## src/rtl/pinchg_pkg.sv

```systemverilog
package pinchg_pkg;
  localparam int ADDR_W = 3;

  typedef enum logic [ADDR_W-1:0] {
    SEL_MASK_SET  = 3'd0,
    SEL_MASK_CLR  = 3'd1,
    SEL_MASK_STAT = 3'd2,
    SEL_PEND      = 3'd3,
    SEL_FILT_SET  = 3'd4,
    SEL_FILT_CLR  = 3'd5,
    SEL_FILT_STAT = 3'd6
  } reg_sel_e;
endpackage

```

## src/rtl/pinchg_filter.sv

```systemverilog
module pinchg_filter #(
  parameter int NPINS = 32
) (
  input  logic             clk,
  input  logic             rst,
  input  logic [NPINS-1:0] pin_i,
  input  logic [NPINS-1:0] en_i,
  output logic [NPINS-1:0] lvl_o
);
  logic [NPINS-1:0] samp_q;
  logic [NPINS-1:0] lvl_q;

  for (genvar g = 0; g < NPINS; g++) begin : g_pin
    always_ff @(posedge clk) begin
      if (rst) begin
        samp_q[g] <= 1'b0;
        lvl_q[g]  <= 1'b0;
      end else begin
        samp_q[g] <= pin_i[g];
        if (!en_i[g]) begin
          lvl_q[g] <= pin_i[g];
        end else if (pin_i[g] == samp_q[g]) begin
          lvl_q[g] <= pin_i[g];
        end
      end
    end
  end

  assign lvl_o = lvl_q;


  filt_stable_chk: assert property (@(posedge clk) disable iff (rst)
    ((lvl_q ^ $past(lvl_q)) & $past(en_i) & ($past(pin_i) ^ $past(pin_i, 2))) == '0);
endmodule

```

## src/rtl/pinchg_detect.sv

```systemverilog
module pinchg_detect #(
  parameter int NPINS = 32
) (
  input  logic             clk,
  input  logic             rst,
  input  logic [NPINS-1:0] lvl_i,
  input  logic             clr_i,
  output logic [NPINS-1:0] pend_o,
  output logic [NPINS-1:0] pend_nxt_o
);
  logic [NPINS-1:0] prev_q;
  logic [NPINS-1:0] pend_q;
  logic [NPINS-1:0] chg;
  logic [NPINS-1:0] pend_nxt;

  always_comb begin
    chg      = lvl_i ^ prev_q;
    pend_nxt = (pend_q & ~{NPINS{clr_i}}) | chg;
  end

  always_ff @(posedge clk) begin
    if (rst) begin
      prev_q <= '0;
      pend_q <= '0;
    end else begin
      prev_q <= lvl_i;
      pend_q <= pend_nxt;
    end
  end

  assign pend_o     = pend_q;
  assign pend_nxt_o = pend_nxt;


  rd_clears_chk: assert property (@(posedge clk) disable iff (rst)
    clr_i |=> ((pend_q & ~$past(lvl_i ^ prev_q)) == '0));


  chg_kept_chk: assert property (@(posedge clk) disable iff (rst)
    (|(lvl_i ^ prev_q)) |=> ((pend_q & $past(lvl_i ^ prev_q)) == $past(lvl_i ^ prev_q)));
endmodule

```

## src/rtl/pinchg_regs.sv

```systemverilog
module pinchg_regs
  import pinchg_pkg::*;
#(
  parameter int NPINS = 32
) (
  input  logic              clk,
  input  logic              rst,
  input  logic              wr_i,
  input  logic              rd_i,
  input  logic [ADDR_W-1:0] addr_i,
  input  logic [NPINS-1:0]  wdata_i,
  input  logic [NPINS-1:0]  pend_i,
  output logic [NPINS-1:0]  mask_o,
  output logic [NPINS-1:0]  mask_nxt_o,
  output logic [NPINS-1:0]  filt_en_o,
  output logic              rd_clr_o,
  output logic [NPINS-1:0]  rdata_o
);
  logic [NPINS-1:0] mask_q;
  logic [NPINS-1:0] filt_q;
  logic [NPINS-1:0] mask_nxt;
  logic [NPINS-1:0] filt_nxt;
  logic [NPINS-1:0] rdata_q;
  logic [NPINS-1:0] rd_mux;

  function automatic logic [NPINS-1:0] wsel(input logic hit, input logic [NPINS-1:0] d);
    return hit ? d : '0;
  endfunction

  always_comb begin
    mask_nxt = (mask_q | wsel(wr_i && addr_i == SEL_MASK_SET, wdata_i))
             & ~wsel(wr_i && addr_i == SEL_MASK_CLR, wdata_i);
    filt_nxt = (filt_q | wsel(wr_i && addr_i == SEL_FILT_SET, wdata_i))
             & ~wsel(wr_i && addr_i == SEL_FILT_CLR, wdata_i);
    case (addr_i)
      SEL_MASK_STAT: rd_mux = mask_q;
      SEL_PEND:      rd_mux = pend_i;
      SEL_FILT_STAT: rd_mux = filt_q;
      default:       rd_mux = '0;
    endcase
  end

  always_ff @(posedge clk) begin
    if (rst) begin
      mask_q  <= '0;
      filt_q  <= '0;
      rdata_q <= '0;
    end else begin
      mask_q <= mask_nxt;
      filt_q <= filt_nxt;
      if (rd_i) rdata_q <= rd_mux;
    end
  end

  assign mask_o     = mask_q;
  assign mask_nxt_o = mask_nxt;
  assign filt_en_o  = filt_q;
  assign rd_clr_o   = rd_i && addr_i == SEL_PEND;
  assign rdata_o    = rdata_q;


  mask_all_off_chk: assert property (@(posedge clk) disable iff (rst)
    (wr_i && addr_i == SEL_MASK_CLR && wdata_i == '1) |=> (mask_q == '0));


  mask_set_chk: assert property (@(posedge clk) disable iff (rst)
    (wr_i && addr_i == SEL_MASK_SET) |=> ((mask_q & $past(wdata_i)) == $past(wdata_i)));
endmodule

```

## src/rtl/pinchg_irq.sv

```systemverilog
module pinchg_irq
  import pinchg_pkg::*;
#(
  parameter int NPINS = 32
) (
  input  logic              clk,
  input  logic              rst,
  input  logic [NPINS-1:0]  pin_i,
  input  logic              bus_wr,
  input  logic              bus_rd,
  input  logic [ADDR_W-1:0] bus_addr,
  input  logic [NPINS-1:0]  bus_wdata,
  output logic [NPINS-1:0]  bus_rdata,
  output logic              irq_o
);
  logic [NPINS-1:0] lvl;
  logic [NPINS-1:0] pend;
  logic [NPINS-1:0] pend_nxt;
  logic [NPINS-1:0] mask;
  logic [NPINS-1:0] mask_nxt;
  logic [NPINS-1:0] filt_en;
  logic             rd_clr;
  logic             irq_q;

  pinchg_filter #(.NPINS(NPINS)) u_filter (
    .clk(clk), .rst(rst), .pin_i(pin_i), .en_i(filt_en), .lvl_o(lvl)
  );

  pinchg_detect #(.NPINS(NPINS)) u_detect (
    .clk(clk), .rst(rst), .lvl_i(lvl), .clr_i(rd_clr),
    .pend_o(pend), .pend_nxt_o(pend_nxt)
  );

  pinchg_regs #(.NPINS(NPINS)) u_regs (
    .clk(clk), .rst(rst), .wr_i(bus_wr), .rd_i(bus_rd), .addr_i(bus_addr),
    .wdata_i(bus_wdata), .pend_i(pend), .mask_o(mask), .mask_nxt_o(mask_nxt),
    .filt_en_o(filt_en), .rd_clr_o(rd_clr), .rdata_o(bus_rdata)
  );

  always_ff @(posedge clk) begin
    if (rst) irq_q <= 1'b0;
    else     irq_q <= |(pend_nxt & mask_nxt);
  end

  assign irq_o = irq_q;


  irq_match_chk: assert property (@(posedge clk) disable iff (rst)
    irq_o == |(pend & mask));


  reset_state_chk: assert property (@(posedge clk)
    $past(rst) |-> (!irq_o && pend == '0 && mask == '0 && filt_en == '0));
endmodule

```

## config.mk

```make
export PLATFORM = sky130hd
export DESIGN_NAME = pinchg_irq
export DESIGN_NICKNAME = d
export VERILOG_FILES = /design/src/rtl/pinchg_pkg.sv /design/src/rtl/pinchg_filter.sv /design/src/rtl/pinchg_detect.sv /design/src/rtl/pinchg_regs.sv /design/src/rtl/pinchg_irq.sv
export SDC_FILE = /design/constraint.sdc
export NUM_CORES = 1
export LEC_CHECK = 0
export ABC_CLOCK_PERIOD_IN_PS = 1560
export BUFFER_PORTS_ARGS = -buffer_cell sky130_fd_sc_hd__buf_4
export CORE_UTILIZATION = 45
export DETAILED_ROUTE_END_ITERATION = 8
export PLACE_DENSITY_LB_ADDON = 0.1
export SLEW_MARGIN = 40
export SYNTH_ARGS = -nofsm -noshare
export SYNTH_HDL_FRONTEND = slang
export SYNTH_SLANG_ARGS = --single-unit
```

## constraint.sdc

```tcl
create_clock -name clk -period 1.56 [get_ports clk]
set_input_delay 0.312 -clock clk [delete_from_list [all_inputs] [get_ports clk]]
set_output_delay 0.312 -clock clk [all_outputs]
set_load 0.05 [all_outputs]
```

# Yosys cells after proc, flatten, opt, wreduce, memory -nomap -nowiden
# Index checks and enable logic that the tools add are counted.
# Widths: inputs -> output; s select.
[op_classes]
n_bitwise = 11
reduce_logical = 7
eq_ne = 70
n_mux = 69
[ops]
columns = ["operator", "n"]
rows = [
  ["$and 32x32->32", 4],
  ["$mux 32", 4],
  ["$not 32->32", 3],
  ["$or 32x32->32", 3],
  ["$pmux 32 s3", 1],
  ["$mux 1", 64],
  ["$ne 2x2->1 const B", 32],
  ["$eq 1x1->1", 32],
  ["$reduce_or 32->1", 1],
  ["$xor 32x32->32", 1],
  ["$eq 3x3->1 const B", 3],
  ["$eq 3x2->1 const B", 2],
  ["$logic_and 1x1->1", 5],
  ["$eq 3x1->1 const B", 1],
  ["$logic_not 3->1", 1],
]
[word_totals]
regBits = 225

# Longest topological paths before layout
# Gate-level depths: netlist of the first run.
[logic_depth]
depth_word = 7
ltp_mapped = 8
depth_no_buf = 5

# Hierarchy
# From an unflattened synthesis of the first run, not the netlist that was laid out.
[hier_totals]
cells_unflattened = 997
area_unflattened_um2 = 10017.1
[modules_own_cells]
columns = ["module", "seq_area_each_um2", "area_each_um2", "cells_each", "n_inst"]
rows = [
  ["pinchg_regs", 1921.8, 4684.5, 473, 1],
  ["pinchg_detect", 1281.2, 2653.8, 234, 1],
  ["pinchg_filter", 1281.2, 2493.6, 267, 1],
  ["pinchg_irq", 20.0, 185.2, 23, 1],
]

# Least setup slack after synthesis of the first run
# No wires, ideal clock.
[synth_path]
path_type = "input to register"
startpoint = "input bus_addr[2]"
endpoint = "register irq_q, in the netlist irq_o"
arrival_ns = 1.495
path_buffers = 1
stages = 6
setup_slack_ns = -0.075
cell_sequence = "buf_2 -> nor4bb_1 -> mux2i_1 -> o22ai_1 -> nor4_1 -> a41oi_1"
[synth_between]
elab_chain_len = 7
elab_cells_between_ends = 16
classes_between = "eq/ne (2); mux (2); bitwise (7); reduce/logical (5)"
[synth_rtl]
columns = ["item", "line_no", "source"]
rows = [
  ["start, declared", "pinchg_irq.sv:11", "input logic [ADDR_W-1:0] bus_addr,"],
  ["$logic_not 3->1, or another cell as far along", "pinchg_regs.sv:31", "mask_nxt = (mask_q | wsel(wr_i && addr_i == SEL_MASK_SET, wdata_i))"],
  ["$logic_and 1x1->1, on equally long branches", "pinchg_regs.sv:31, pinchg_regs.sv:32, pinchg_regs.sv:58", ""],
  ["$mux 32 or $not 32->32 (tied branches)", "pinchg_regs.sv:27, pinchg_detect.sv:18", ""],
  ["$or 32x32->32, or another cell as far along", "pinchg_regs.sv:31", ""],
  ["$and 32x32->32 or $or 32x32->32 (tied branches)", "pinchg_regs.sv:32, pinchg_detect.sv:18", ""],
  ["$and 32x32->32 *", "pinchg_irq.sv:42", "else irq_q <= |(pend_nxt & mask_nxt);"],
  ["$reduce_or 32->1 *", "pinchg_irq.sv:42", ""],
  ["end signal, assigned", "pinchg_irq.sv:42", ""],
  ["end, declared", "pinchg_irq.sv:23", "logic irq_q;"],
]
# Every way passes the cells marked *; elsewhere a longest branch is shown, timed or not.
# A chain may end at the register's enable or synchronous reset.

# Worst setup path after layout of the first run
[layout_path]
startpoint = "input bus_addr[1]"
endpoint = "register irq_q, in the netlist irq_o"
# The elaborated chain is that of the path after synthesis.

==> results of run 1 <==
-- logic make-up (layout without fill, tap and decap cells) --
kind of cell | count (synthesis) | in the layout | share of synthesized area, %
buf+inv | 100 | 297 | 4.42
flops | 225 | 225 | 49.2
mux | 64 | 64 | 6.99
compound gates | 242 | 242 | 14.4
xor+xnor | 32 | 32 | 3.06
simple gates | 393 | 393 | 22.0
-- cell usage after synthesis --
cell type,number
a21o_1,32
a21oi_1,129
a41oi_1,1
and4bb_1,18
buf_1,5
buf_2,21
buf_4,1
clkbuf_1,40
dfxtp_1,225
inv_1,32
inv_2,1
mux2i_1,64
nand2_1,130
nand3_1,32
nand4b_1,1
nor2_1,97
nor2b_1,97
nor4_1,4
nor4bb_1,14
o21ai_0,34
o21ai_1,30
o22ai_1,16
xor2_1,32
-- layout make-up --
class,instances,share of cell area [%]
multi-input combinational,731,37.2
sequential,225,36.8
timing repair buffer,221,15.2
clock buffer,30,5.50
tap,265,2.71
clock inverter,13,1.60
inverter,33,1.01
-- power breakdown --
group,switching [W],internal [W]
logic,0.000844,0.000791
registers,0.000183,0.00603
clock network,0.00236,0.00389
-- timing repair --
item | CTS | global route
hold endpoints to repair | 0 | 0
pin swaps | 5 | 4
gates resized for setup | 12 | 10
setup endpoints to repair | 1 | 2
setup buffers | 11 | 5
-- metal layers --
layer	vias up	routed length, µm	track usage, %
met3	30	963	3.39
met1	3626	12000	33.9
li1	3916	-	-
met5	-	0	0
met4	0	425	5.54
met2	159	11200	39.0
-- flip-flops by register name, indices dropped and copies added, names as in the netlist --
name              flops
irq_o                 1
u_detect.pend_o      32
u_filter.lvl_o       32
u_regs.mask_o        32
u_regs.filt_en_o     32
u_regs.rdata_o       32
u_filter.samp_q      32
u_detect.prev_q      32
-- through the flow --
| step | instance area, µm² | std cells |
|---|---|---|
| 6_report | 12300 | 1518 |
| 5_1_grt | 12300 | 1518 |
| 4_1_cts | 12200 | 1513 |
| 3_5_place_dp | 11100 | 1459 |
| 3_3_place_gp | 11100 | 1459 |
| 2_1_floorplan | 9450 | 1056 |
-- placed cells by master, fill, tap and decap left out, types with 15 or more instances in the layout --
master       n
o21ai_1     30
and4bb_1    18
clkbuf_16   25
xor2_1      32
nand2_1    130
inv_1       32
a21oi_1    106
buf_12      15
a21oi_2     22
buf_4      203
nor2b_1     96
nor2_1      96
nand3_1     32
a21o_1      32
dfxtp_1    225
o21ai_0     34
mux2i_1     61
-- critical path: cells and delay by family --
kind                   cells  cell delay, ns
buffers and inverters      5            0.67
AOI/OAI and AO/OA          2            0.19
and+or+nand+nor            2            0.56
muxes                      1            0.27
-- worst max-delay path by stage --
stage	to	slack, ns
after floorplan	irq_o	-0.03
after global placement	irq_o	-0.54
after detailed placement	irq_o	-0.56
after CTS	irq_o	0.02
after global routing	irq_o	-0.14
final	irq_o	-0.06
==> flow_metrics.tcl, run 1 <==
set metrics [dict create \
    status "finished with violations" \
    violations "setup timing" \
    clock-sinks 225 \
    die_area_um2 20900 \
    max_cap_violations 0 \
    hp-class "input port to flop" \
    drt_iter0_drc 381 \
    netlist_area_um2 9160 \
    yosysWarnings 0 \
    seq_area_frac_synth_pct 49.2 \
    diodes 0 \
    start_kind "input port" \
    nFillCells 1681 \
    fmax_ghz 0.619 \
    place.gp.congestion 0.828 \
    grt_start_max_net_pins 43 \
    fin_worst_skew_ns 0.00685 \
    drt_wl_total_mm 24.5 \
    core-area_um2 19700 \
    cp_common_cell "buf_12" \
    setup_tns_ns -0.0552 \
    layout.nets 1307 \
    drive_gt1_share_pct 24.6 \
    cts_tree "done" \
    grt_pass1_vias 7406 \
    dieHeight_um 145 \
    leakage_nw 5.20 \
    grt_pass1_wl_mm 39.3 \
    fin_util_pct 62.2 \
    hold_buffers 0 \
    setup_viol 1 \
    synth.avg_cell_area_um2 8.68 \
    slew_headroom_pct 70.3 \
    drtPass1Iterations 5 \
    worstReg2RegStart "u_filter.lvl_o[31]" \
    cp.required_ns 1.94 \
    register_area_um2 4500 \
    start_util_pct 46.5 \
    hold_viol 0 \
    clockBufferDepth 3 \
    rows 51 \
    yosysTopAreaCell "dfxtp_1" \
    synth_cell_type_count 23 \
    max_stage_delay_ns 0.28 \
    r2r-end "irq_o" \
    drv_slew 0 \
    power_density_nw_per_um2 1150 \
    min_to "u_filter.samp_q[0]" \
    overflow 0 \
    synth_nets 1127 \
    synth-seq-cells 225 \
    period_needed_ns 1.62 \
    critPathSlowestCell "nor4bb_4" \
    yosys-top-cells-area "dfxtp_1 49%, a21oi_1 7.0%, mux2i_1 7.0%, nor2b_1 6.6%, nand2_1 5.3%" \
    synth_top_area_share_pct 49.2 \
    hold_start "pin_i[0]" \
    fp.dieW_um 145 \
    rr_worst_depth 6 \
    cp_cell_sequence "buf_12 > buf_12 > buf_12 > buf_4 > nor4bb_4 > mux2i_1 > o22ai_1 > nor4_1 > buf_4 > a41oi_1" \
    ant_nets 0 \
    antenna_found_initial 0 \
    multi_input_area_um2 4560 \
    layout_setup_ws_ns -0.0552 \
    area_growth_pct 33.7 \
    r2r_slack_ns 0.05 \
    rsz0062_at_grt "true" \
    synthCells 1056 \
    path_clk_slew_ns 0.06 \
    startpoint "bus_addr[1]" \
    drc 0 \
    finalCritPeriodShare_pct 104 \
    power_w 0.0141 \
    holdWs_ns 0.0283 \
    hpwl_mm 16.8 \
    grt_usage_pct 24.1 \
    cts_buffers 24 \
    post_drt_via_cell_ratio 5.09 \
    critPathKind "input port to flop" \
    critPathArrivalTime_ns 1.99 \
    ios 104 \
    place_ws_ns -0.560 \
    crit_fanout 6 \
    worst_skew_pair.late_latency_ns 0.51 \
    cp-end-kind "flop" \
    wire_per_inst_um 16.2 \
    holdPathStages 2 \
    cts-root-buf "clkbuf_16" \
    vdd_ir_drop_max_mv 0.874 \
    htreeDepth 1 \
    tightest_slew_ns 0.446 \
    via_count 7731 \
    port_buffers 103 \
]
Note: power is estimated with default switching activity, not from simulation.
==> run 2, diff against run 1 <==
==> constraint.sdc (replaced) <==
create_clock -name clk -period 1.56 [get_ports clk]
set_input_delay 0.156 -clock clk [delete_from_list [all_inputs] [get_ports clk]]
set_output_delay 0.156 -clock clk [all_outputs]
set_load 0.05 [all_outputs]
==> run 2 against run 1 <==
  * The run now ends clean
  * Flip-flop and latch count unchanged
  * Non-clock buffer count rose by 17
  * Combinational power is essentially flat
  * Register-to-register slack barely moved
  * Critical path depth is 3 lower
  * Largest power group is now registers
==> flow_metrics.tcl, run 2 (synthesis results as in run 1) <==
set metrics [dict create \
    vdd_ir_drop_max_mv 0.714 \
    worst_skew_pair.late_latency_ns 0.51 \
    max_cap_violations 0 \
    grt_start_max_net_pins 48 \
    period_needed_ns 1.50 \
    area_growth_pct 35.2 \
    place.gp.congestion 0.806 \
    diodes 0 \
    layout.nets 1325 \
    ant_nets 0 \
    hold_viol 0 \
    clockBufferDepth 3 \
    hpwl_mm 16.4 \
    leakage_nw 5.19 \
    drive_gt1_share_pct 19.9 \
    drtPass1Iterations 5 \
    power_density_nw_per_um2 1100 \
    fmax_ghz 0.665 \
    grt_pass1_wl_mm 37.9 \
    htreeDepth 1 \
    port_buffers 103 \
    ios 104 \
    cts_tree "done" \
    crit_fanout 3 \
    cp.required_ns 1.94 \
    fin_util_pct 62.8 \
    final_area_um2 12400 \
    place_area_um2 10700 \
    fp.dieW_um 145 \
    via_count 7892 \
    grt_pass1_vias 7274 \
    rows 51 \
    critPathArrivalTime_ns 1.89 \
    layout_common_cells "224 x dfxtp_1, 160 x buf_4, 130 x nand2_1, 123 x a21oi_1" \
    grt_usage_pct 23.3 \
    setup_viol 0 \
    path_clk_slew_ns 0.06 \
    tightest_slew_ns 0.460 \
    cts-root-buf "clkbuf_16" \
    clock-sinks 225 \
    start_kind "input port" \
    final_common_cell "dfxtp_1" \
    dieHeight_um 145 \
    drt_iter0_drc 502 \
    hp-class "input port to flop" \
    overflow 0 \
    status "completed" \
    die_area_um2 20900 \
    setup_tns_ns 0 \
    drv_slew 0 \
    nFillCells 1706 \
    critPathKind "input port to flop" \
    finalCritPeriodShare_pct 96.5 \
    core-area_um2 19700 \
    dp.cells 1426 \
    slew_headroom_pct 69.3 \
    post_drt_via_cell_ratio 5.13 \
    cts_buffers 25 \
    fin_worst_skew_ns 0.0133 \
    start_util_pct 46.5 \
    drt_wl_total_mm 24.3 \
    drc 0 \
    wire_per_inst_um 15.8 \
    cp-end-kind "flop" \
    antenna_found_initial 0 \
    fin_cells 1537 \
]
==> run 2: repair_timing <==
| item | in CTS | in global routing |
|---|---|---|
| gates resized for setup | 1 | 44 |
| hold buffers | 61 | 0 |
| pin swaps | 0 | 10 |
| buffers inserted | 0 | 6 |
| setup endpoints to repair | 1 | 1 |
| endpoints found under the hold margin | 93 | 0 |
==> run 2: stage by stage <==
step | hold slack, ns | setup WS [ns] | power, W
2_1_floorplan | 0.284 | 0.0815 | 0.00706
3_3_place_gp | 0.385 | -0.343 | 0.00772
3_5_place_dp | 0.390 | -0.434 | 0.00773
4_1_cts | 0.00753 | 0.0228 | 0.0137
5_1_grt | 0.0207 | -0.0652 | 0.0142
6_report | 0.0160 | 0.0553 | 0.0137
==> run 2: routing by layer <==
metal  vias up  share of wire (%)  GRT usage [%]  routed length [µm]
met2       198                 45           37.8               11000
li1       3954                  -              -                   -
met4         0                2.0           5.87                 486
met1      3706                 47           32.7               11500
met3        34                5.4           3.06                1320
met5         -                  0              0                   0
==> run 2: where the power goes <==
part | internal (W) | switching [W] | total (W)
logic | 0.000793 | 0.000838 | 0.00163
registers | 0.00603 | 0.000176 | 0.00621
clock network | 0.00351 | 0.00230 | 0.00581
total | 0.0103 | 0.00332 | 0.0137
==> run 2: final timing paths <==
kind,startpoint,end,slack [ns],cells after the start
worst min register to register,u_filter.lvl_o[0],u_filter.lvl_o[0],0.48,2
worst max-delay path,bus_wdata[28],irq_o,0.06,7
worst min-delay path,rst,u_filter.samp_q[15],0.02,2
worst max register to register,u_filter.lvl_o[17],irq_o,0.06,5
==> run 2: critical path: stages <==
cell and delay, ns:
dlygate4sd3_1 0.55, buf_4 0.14, and4bb_1 0.24, mux2i_2 0.26, o22ai_2 0.11, nor4_4 0.30
a41oi_2 0.14
==> run 2: area by class of cell <==
| class | count | area (µm²) | area share [%] |
|---|---|---|---|
| sequential | 225 | 4510 | 36.4 |
| clock buffer | 35 | 713 | 5.76 |
| tap | 265 | 332 | 2.68 |
| multi-input combinational | 731 | 4490 | 36.3 |
| inverter | 33 | 124 | 1.00 |
| clock inverter | 10 | 104 | 0.838 |
| timing repair buffer | 238 | 2120 | 17.1 |
